`src/rtl/psw_fbdiv_pkg.sv`:
```
package psw_fbdiv_pkg;

   localparam int PSW_PSEL_W    = 2;
   localparam int PSW_A_W       = 5;
   localparam int PSW_B_W       = 13;
   localparam int PSW_BASE_P    = 8;
   localparam int PSW_MAX_SHIFT = 2;
   localparam int PSW_MIN_B     = 3;

   // doubling count applied to the base modulus for a given select code
   function automatic int psw_shift_of(input int code, input int max_shift);
      return (code > max_shift) ? max_shift : code;
   endfunction

endpackage

```
`src/rtl/psw_cfg_guard.sv`:
```
module psw_cfg_guard #(
   parameter int PSEL_W = 2,
   parameter int A_W    = 5,
   parameter int B_W    = 13,
   parameter int MIN_B  = 3
)(
   input  logic              clk,
   input  logic              rst_n,
   input  logic              load,
   input  logic [PSEL_W-1:0] psel_in,
   input  logic [A_W-1:0]    a_in,
   input  logic [B_W-1:0]    b_in,
   output logic [PSEL_W-1:0] act_psel,
   output logic [A_W-1:0]    act_a,
   output logic [B_W-1:0]    act_b,
   output logic [A_W-1:0]    nxt_a,
   output logic              cfg_err
);
   localparam logic [B_W-1:0] MIN_B_V = B_W'(MIN_B);

   logic bad;

   assign bad   = (b_in < MIN_B_V) || (b_in < {{(B_W-A_W){1'b0}}, a_in});
   assign nxt_a = bad ? act_a : a_in;

   always_ff @(posedge clk or negedge rst_n) begin
      if (!rst_n) begin
         act_psel <= '0;
         act_a    <= '0;
         act_b    <= MIN_B_V;
         cfg_err  <= 1'b0;
      end else if (load) begin
         cfg_err <= bad;
         if (!bad) begin
            act_psel <= psel_in;
            act_a    <= a_in;
            act_b    <= b_in;
         end
      end
   end

endmodule

```
`src/rtl/psw_prescaler.sv`:
```
module psw_prescaler #(
   parameter int PC_W = 6
)(
   input  logic            clk,
   input  logic            rst_n,
   input  logic            clr,
   input  logic [PC_W-1:0] p_val,
   input  logic            swallow,
   output logic            tick
);
   logic [PC_W-1:0] cnt;
   logic [PC_W-1:0] last;

   // divides by p_val, or by p_val+1 while the swallow count is still pending
   assign last = p_val - PC_W'(1) + PC_W'(swallow);
   assign tick = !clr && (cnt == last);

   always_ff @(posedge clk or negedge rst_n) begin
      if (!rst_n)
         cnt <= '0;
      else if (clr || tick)
         cnt <= '0;
      else
         cnt <= cnt + PC_W'(1);
   end

endmodule

```
`src/rtl/psw_ab_counter.sv`:
```
module psw_ab_counter #(
   parameter int A_W = 5,
   parameter int B_W = 13
)(
   input  logic           clk,
   input  logic           rst_n,
   input  logic           clr,
   input  logic           tick,
   input  logic [B_W-1:0] act_b,
   input  logic [A_W-1:0] load_a,
   output logic [A_W-1:0] swl_left,
   output logic           swallow,
   output logic           end_tick
);
   logic [B_W-1:0] b_cnt;
   logic           b_last;

   assign b_last   = (b_cnt == act_b - B_W'(1));
   assign end_tick = tick && b_last;
   assign swallow  = (swl_left != '0);

   always_ff @(posedge clk or negedge rst_n) begin
      if (!rst_n) begin
         b_cnt    <= '0;
         swl_left <= '0;
      end else if (clr) begin
         b_cnt    <= '0;
         swl_left <= load_a;
      end else if (tick) begin
         if (b_last) begin
            b_cnt    <= '0;
            swl_left <= load_a;
         end else begin
            b_cnt <= b_cnt + B_W'(1);
            if (swallow)
               swl_left <= swl_left - A_W'(1);
         end
      end
   end

endmodule

```
`src/rtl/psw_fbdiv.sv`:
```
module psw_fbdiv
   import psw_fbdiv_pkg::*;
#(
   parameter int PSEL_W    = PSW_PSEL_W,
   parameter int A_W       = PSW_A_W,
   parameter int B_W       = PSW_B_W,
   parameter int BASE_P    = PSW_BASE_P,
   parameter int MAX_SHIFT = PSW_MAX_SHIFT,
   parameter int MIN_B     = PSW_MIN_B
)(
   input  logic              clk,
   input  logic              rst_n,
   input  logic              cnt_rst,
   input  logic [PSEL_W-1:0] psel_in,
   input  logic [A_W-1:0]    a_in,
   input  logic [B_W-1:0]    b_in,
   output logic              div_pulse,
   output logic              cfg_err
);
   localparam int P_MAX   = BASE_P << MAX_SHIFT;
   localparam int PC_W    = $clog2(P_MAX + 2);
   localparam int N_CODES = 1 << PSEL_W;

   initial begin
      assert (A_W < B_W) else $error("swallow width must be below main width");
      assert (BASE_P >= 2) else $error("base modulus too small");
      assert (MIN_B >= 2) else $error("minimum main count too small");
      assert (PSEL_W >= 1) else $error("select width must be positive");
   end

   logic [PC_W-1:0]   p_lut [N_CODES];
   logic [PSEL_W-1:0] act_psel;
   logic [A_W-1:0]    act_a;
   logic [B_W-1:0]    act_b;
   logic [A_W-1:0]    nxt_a;
   logic [A_W-1:0]    swl_left;
   logic              swallow;
   logic              tick;
   logic              end_tick;
   logic              load;

   for (genvar i = 0; i < N_CODES; i++) begin : g_plut
      localparam int SH = psw_shift_of(i, MAX_SHIFT);
      assign p_lut[i] = PC_W'(BASE_P << SH);
   end

   assign load = cnt_rst || end_tick;

   psw_cfg_guard #(
      .PSEL_W (PSEL_W),
      .A_W    (A_W),
      .B_W    (B_W),
      .MIN_B  (MIN_B)
   ) u_guard (
      .clk      (clk),
      .rst_n    (rst_n),
      .load     (load),
      .psel_in  (psel_in),
      .a_in     (a_in),
      .b_in     (b_in),
      .act_psel (act_psel),
      .act_a    (act_a),
      .act_b    (act_b),
      .nxt_a    (nxt_a),
      .cfg_err  (cfg_err)
   );

   psw_prescaler #(
      .PC_W (PC_W)
   ) u_pre (
      .clk     (clk),
      .rst_n   (rst_n),
      .clr     (cnt_rst),
      .p_val   (p_lut[act_psel]),
      .swallow (swallow),
      .tick    (tick)
   );

   psw_ab_counter #(
      .A_W (A_W),
      .B_W (B_W)
   ) u_ab (
      .clk      (clk),
      .rst_n    (rst_n),
      .clr      (cnt_rst),
      .tick     (tick),
      .act_b    (act_b),
      .load_a   (nxt_a),
      .swl_left (swl_left),
      .swallow  (swallow),
      .end_tick (end_tick)
   );

   always_ff @(posedge clk or negedge rst_n) begin
      if (!rst_n)
         div_pulse <= 1'b0;
      else
         div_pulse <= end_tick;
   end

endmodule

```
`config.mk`:
```
export PLATFORM = sky130hd
export DESIGN_NAME = psw_fbdiv
export DESIGN_NICKNAME = d
export VERILOG_FILES = /design/src/rtl/psw_fbdiv_pkg.sv /design/src/rtl/psw_cfg_guard.sv /design/src/rtl/psw_prescaler.sv /design/src/rtl/psw_ab_counter.sv /design/src/rtl/psw_fbdiv.sv
export SDC_FILE = /design/constraint.sdc
export NUM_CORES = 1
export LEC_CHECK = 0
export ABC_AREA = 1
export BUFFER_PORTS_ARGS = -buffer_cell sky130_fd_sc_hd__buf_4
export CAP_MARGIN = 30
export CORE_MARGIN = 1.5
export CORE_UTILIZATION = 30
export DETAILED_ROUTE_END_ITERATION = 10
export GPL_ROUTABILITY_DRIVEN = 0
export GPL_TIMING_DRIVEN = 0
export HOLD_SLACK_MARGIN = 0.12
export PLACE_DENSITY = 0.51
export SETUP_SLACK_MARGIN = 0.05
export SLEW_MARGIN = 5
export SYNTH_ARGS = -nofsm -noshare
export SYNTH_HDL_FRONTEND = slang
export SYNTH_SLANG_ARGS = --single-unit
```
`constraint.sdc`:
```
create_clock -name clk -period 3.5 [get_ports clk]
set_clock_uncertainty 0.05 [all_clocks]
set_input_delay 0.175 -clock clk [delete_from_list [all_inputs] [get_ports clk]]
set_output_delay 0.175 -clock clk [all_outputs]
set_load 0.01 [all_outputs]
```
Yosys cells after proc, flatten, opt, wreduce, memory -nomap -nowiden
Cells that the tools add are included.
{"block": "totals", "ff_bits": 46, "input_bits": 23, "out_inout_bits": 2, "elab_cells": 44}
{"block": "classes", "addsub": 6, "order_cmp": 3, "eq_ne": 2, "n_mux": 12, "bitwise": 2, "n_reduce_logical": 11}
{"op": "$mux W13", "n": 3}
{"op": "$mux W5", "n": 5}
{"op": "$mux W6", "n": 3}
{"op": "$add A13 B1 Y13 const B", "n": 1}
{"op": "$eq A13 B13 Y1", "n": 1}
{"op": "$lt A13 B2 Y1 const B", "n": 1}
{"op": "$lt A13 B5 Y1", "n": 1}
{"op": "$sub A13 B1 Y13 const B", "n": 1}
{"op": "$bmux W6 S2", "n": 1}
{"op": "$add A6 B1 Y6", "n": 1}
{"op": "$add A6 B1 Y6 const B", "n": 1}
{"op": "$eq A6 B6 Y1", "n": 1}
{"op": "$sub A6 B1 Y6 const B", "n": 1}
{"op": "$reduce_bool A5 Y1", "n": 1}
{"op": "$sub A5 B1 Y5 const B", "n": 1}
{"op": "$reduce_and A2 Y1", "n": 2}
{"op": "$ge A3 B3 Y1 const B", "n": 1}
{"op": "$logic_or A1 B1 Y1", "n": 3}
{"op": "$not A2 Y3", "n": 1}
{"op": "$reduce_bool A3 Y1", "n": 1}
{"op": "$logic_and A1 B1 Y1", "n": 2}
{"op": "$reduce_bool A2 Y1", "n": 1}
{"op": "$logic_not A1 Y1", "n": 1}
{"op": "$not A1 Y1", "n": 1}

Depth between registers and ports, before layout
{"block": "depth", "ltp_word": 11, "ltp_mapped": 17}

Modules after synthesis
A second synthesis with hierarchy kept.
{"block": "unflattened", "cells_unflattened": 465, "area_unflattened_um2": 3254.4}
{"mod": "psw_ab_counter", "n_inst": 1, "cells_each": 234, "area_each_um2": 1541.5}
{"mod": "psw_cfg_guard", "n_inst": 1, "cells_each": 137, "area_each_um2": 1123.6}
{"mod": "psw_prescaler", "n_inst": 1, "cells_each": 86, "area_each_um2": 535.5}
{"mod": "psw_fbdiv", "n_inst": 1, "cells_each": 8, "area_each_um2": 53.8}

Worst setup path after synthesis
Ideal clock, no wire load.
{"block": "synth_path", "path_type": "register to register", "start": "register u_ab.swl_left[0]", "end": "register u_guard.act_b[6]", "setup_ns": 0.117, "arrival_time_ns": 2.109, "required_ns": 3.333, "slack_ns": 1.224, "stages_incl_launch_ff": 17, "n_path_buf": 1, "period_less_slack_ns": 2.276, "cell_sequence": "dfrtp_1 -> inv_1 -> ha_1 -> nand3_1 -> inv_1 -> ha_1 -> xor2_1 -> nand2_1 -> nor2_1 -> nand3_1 -> inv_1 -> nand3_4 -> nand2_4 -> nand2_4 -> buf_6 -> nand2_1 -> nand2_1"}
{"block": "synth_via", "elab_chain_len": 7}
{"item": "from (decl)", "line_no": "psw_ab_counter.sv:11", "text": "output logic [A_W-1:0] swl_left,"}
{"item": "from (signal assigned)", "line_no": "psw_ab_counter.sv:28", "text": "swl_left <= load_a;"}
{"item": "from (signal assigned)", "line_no": "psw_ab_counter.sv:32", "text": "swl_left <= load_a;"}
{"item": "from (signal assigned)", "line_no": "psw_ab_counter.sv:36", "text": "swl_left <= swl_left - A_W'(1);"}
{"item": "$reduce_bool A5 Y1", "line_no": "psw_ab_counter.sv:20", "text": "assign swallow = (swl_left != '0);"}
{"item": "$add A6 B1 Y6", "line_no": "psw_prescaler.sv:15", "text": "assign last = p_val - PC_W'(1) + PC_W'(swallow);"}
{"item": "$eq A6 B6 Y1", "line_no": "psw_prescaler.sv:16", "text": "assign tick = !clr && (cnt == last);"}
{"item": "$logic_and A1 B1 Y1", "line_no": "psw_prescaler.sv:16"}
{"item": "$logic_and A1 B1 Y1", "line_no": "psw_ab_counter.sv:19", "text": "assign end_tick = tick && b_last;"}
{"item": "$logic_or A1 B1 Y1", "line_no": "psw_fbdiv.sv:47", "text": "assign load = cnt_rst || end_tick;"}
{"item": "$reduce_and A2 Y1 (no source line)"}
{"item": "to (signal assigned)", "line_no": "psw_cfg_guard.sv:37", "text": "act_b <= b_in;"}
{"item": "to (decl)", "line_no": "psw_cfg_guard.sv:15", "text": "output logic [B_W-1:0] act_b,"}
No other way between the ends.
A chain may end at the register's enable or synchronous reset.

Final worst setup path
{"block": "layout_path", "start": "register u_ab.swl_left[0]", "end": "register u_ab.b_cnt[3]"}
{"block": "layout_via", "elab_chain_len": 5}
{"item": "$reduce_bool A5 Y1", "line_no": "psw_ab_counter.sv:20"}
{"item": "$add A6 B1 Y6", "line_no": "psw_prescaler.sv:15"}
{"item": "$eq A6 B6 Y1", "line_no": "psw_prescaler.sv:16"}
{"item": "$logic_and A1 B1 Y1", "line_no": "psw_prescaler.sv:16"}
{"item": "$reduce_bool A2 Y1 (no source line)"}
{"item": "to (signal assigned)", "line_no": "psw_ab_counter.sv:34", "text": "b_cnt <= b_cnt + B_W'(1);"}
{"item": "to (decl)", "line_no": "psw_ab_counter.sv:15", "text": "logic [B_W-1:0] b_cnt;"}
No other way between the ends.

==> flow_summary.yaml <==
setup_path:
  r2r_slack_ps: 790
  critPathMaxStageDelay_ps: 390
  cp_max_delay_cell: "dfrtp_1"
  required_ps: 3700
  worstSetupStartpointType: "flop"
  path_buf_inv: 4
  critical_path_arrival_ps: 2910
  timing.setup.critical_path_class: "flop to flop"
  critical_path.top_delay_family: "simple AND/OR/NAND/NOR gates"
  cp_cell_sequence: "inv_1 -> ha_1 -> nand3_1 -> inv_1 -> ha_1 -> xor2_1 -> nand2_1 -> nor2_1 -> nand3_1 -> nand2_1 -> buf_2 -> inv_1 -> o21ai_0 -> nand2_1 -> nor2_1"
  worst_setup_end_kind: "flop"
  crit_fanout: 10
routing:
  first_pass_iters: 4
  drc: 0
  initialDrtViolationCount: 101
  via_cell_ratio: 4.61
  routed-via-count: 2939
  routed_wl_mm: 8.05
  average_detailed_routed_wire_length_per_instance_um: 12.6
  drt.antenna.violating_nets: 0
finish:
  n_fill_cell: 1109
  area.sequential_um2: 1150
  post_route_cells_drive_above_1_share_pct: 10.6
  final_cells: 638
  post-route-util_pct: 36.7
  multiInputGateArea_um2: 1730
  final_net_count: 534
  area_growth_syn_to_layout_pct: 19.6
  insertedDiodeCount: 0
run:
  max-cap-violations: 0
die:
  initial_utilization_pct: 30.7
  fp.dieH_um: 105
  dieArea_um2: 11100
  floorplan.rows: 37
  core_area_um2: 10200
  die_w_um: 105
  io_pins: 25
pwr:
  cellLeakagePower_uw: 0.00191
  power_density_nw_per_um2: 353
  vdd_ir_max_mv: 0.184
synth:
  netlist_instances: 453
  synth.area.mux_share_pct: 0.318
  synth_cell_type_count: 32
  synth-seq-cells: 46
  synthDominantAreaCellType: "dfrtp_1"
  synth_xor_area_share_pct: 6.41
  synth_warnings: 0
  synthDominantCellAreaShare_pct: 35.0
  synth_simple_gate_area_share_pct: 40.0
  syn-num-nets: 486
  synth_top_cells_by_area: "dfrtp_1 (35%), nand2_1 (17%), nand3_1 (8.1%)"
  synth-seq-area-share_pct: 36.7
  combinational_family_with_the_most_area_after_synthesis: "simple AND/OR/NAND/NOR gates"
  synth_compound_gate_area_share_pct: 4.22
  synthesis.area_per_instance_um2: 6.94
  synth.cell_area_um2: 3140
  synth_fa_ha_area_share_pct: 3.98
grt:
  initial_antenna_violation_count: 0
  grtUsageMet2_pct: 26.6
  grt.overflow.total: 0
  met3_usage_pct: 2.29
  first_global_vias: 2944
  grtUsageMet1_pct: 20.8
  global_route.usage.total_pct: 15.8
  top_usage_layer: "met2"
  maximum_number_of_pins_on_one_net_before_global_route_repair: 47
  grt_first_pass_wirelength_mm: 14.0
clock_network:
  total_cts_buffers: 5
  worst_setup_hold_path_clk_slew_ps: 100
  clock_latency_ps: 310
  cts.htree.levels: 2
  cts_repair_resize_count: 0
  cts_tree: "done"
  post_cts_repair_timing_setup_buffer_count: 0
  cts-root-buf: "clkbuf_8"
  cts.path.max_buffers: 2
  cts_num_sinks: 46
timing:
  rsz0062_at_grt: "no"
  finalSetupTns_ps: 0
  fmaxAchievable_ghz: 0.369
  timing.slew.headroom_pct: 58.2
  final_min_period_ps: 2710
  report.final.slew_viol_count: 0
  timing.final.setup_violations: 0
  worst_slew_pin_slew_ps: 626
  report.final.hold_viol_count: 0
  timing.final.crit_share_pct: 77.4
placed_design:
  detailedPlacementHpwl_mm: 6.16
  numPlacedInstances: 613
  numPortBuffers: 24
min_path:
  min-delay-path-class: "input port to flop"
run_status:
  run_status: "finished, final reports clean"
==> worst register-to-register path: cells and delay by family, from the launching register on <==
| family | cells | cell delay (ps) |
|---|---|---|
| DFF | 1 | 390 |
| buffers and inverters | 4 | 620 |
| adders and majority gates | 2 | 520 |
| AOI/OAI and AO/OA | 1 | 180 |
| and+or+nand+nor | 7 | 750 |
| xor gates and xnor gates | 1 | 140 |
==> final cells by class <==
| cell class | instances | share of cell area (%) |
|---|---|---|
| Multi-Input combinational cell | 343 | 45.9 |
| Clock inverter | 2 | 0.333 |
| Tap cell | 136 | 4.53 |
| Buffer | 8 | 1.43 |
| Clock buffer | 6 | 2.20 |
| Inverter | 56 | 5.59 |
| Sequential cell | 46 | 30.7 |
| Timing Repair Buffer | 41 | 9.32 |
==> state kept, by name, indices dropped and copies added, names as in the netlist <==
name,count
u_ab.b_cnt,13
u_guard.act_b,13
u_pre.cnt,6
u_ab.swl_left,5
u_guard.act_a,5
u_guard.act_psel,2
div_pulse,1
u_guard.cfg_err,1
==> final timing paths <==
kind / from / to / depth (start not counted)
min in group asynchronous: rst_n / u_ab.b_cnt[11]$_DFFE_PN0N_ / 2
max in group asynchronous: rst_n / u_pre.cnt[1]$_DFF_PN0_ / 2
worst min-delay path: a_in[0] / u_guard.act_a[0]$_DFFE_PN0P_ / 3
worst min register to register: u_guard.act_a[4]$_DFFE_PN0P_ / u_guard.act_a[4]$_DFFE_PN0P_ / 2
worst max register to register: u_ab.swl_left[0]$_DFFE_PN0P_ / u_ab.b_cnt[3]$_DFFE_PN0N_ / 15
worst max-delay path: u_ab.swl_left[0]$_DFFE_PN0P_ / u_ab.b_cnt[3]$_DFFE_PN0N_ / 15
==> per-stage QoR <==
stage	worst slack [ps]	cell area, um^2	hold WS [ps]	total power, uW
4_1_cts	767	3760	150	1350
5_1_grt	470	3760	171	1420
3_3_place_gp	848	3490	189	961
3_5_place_dp	808	3490	187	965
6_report	791	3760	154	1330
2_1_floorplan	1220	3140	-171	861
==> cells in the final DEF (no fill, tap or decap), types with 3 or more instances in the layout <==
| cell | instances |
|---|---|
| o211ai_1 | 6 |
| dfrtp_1 | 44 |
| xor2_1 | 16 |
| nand3_1 | 51 |
| inv_1 | 53 |
| nor2_2 | 6 |
| nor3_1 | 9 |
| a21oi_1 | 5 |
| o21ai_0 | 7 |
| clkbuf_8 | 6 |
| buf_4 | 26 |
| nand3b_1 | 3 |
| nand2_1 | 145 |
| clkbuf_1 | 3 |
| o21ai_1 | 4 |
| nand4_1 | 12 |
| nor2_1 | 51 |
| ha_1 | 10 |
| dlygate4sd3_1 | 17 |
| xnor2_1 | 7 |
==> power breakdown <==
part / switching (uW) / internal (uW)
registers: 52.0 / 578
clock network: 199 / 159
logic: 198 / 139
==> kinds of logic after synthesis <==
family | Yosys count
compound gates | 23
xor+xnor | 23
fa+ha+maj | 10
buf+inv | 64
flops | 46
mux | 1
simple gates | 286
==> synth_stat cells, drive strengths merged <==
cell	instances
a21oi	5
and3b	1
buf	5
clkbuf	3
clkinv	2
dfrtp	44
dfstp	2
ha	10
inv	54
mux2i	1
nand2	149
nand3	52
nand3b	3
nand4	12
nor2	58
nor3	9
nor4	1
o211ai	6
o21a	1
o21ai	11
or2	1
xnor2	7
xor2	16
==> timing repair <==
item,4_1_cts,5_1_grt
setup endpoints to repair,0,0
hold buffers,17,0
endpoints found under the hold margin,60,0
==> per-layer routing <==
layer	wire, um	vias to the layer above
met2	3780	47
met4	99	0
met5	0	-
li1	-	1533
met1	3880	1352
met3	290	7
(Power assumes the default switching activity.)
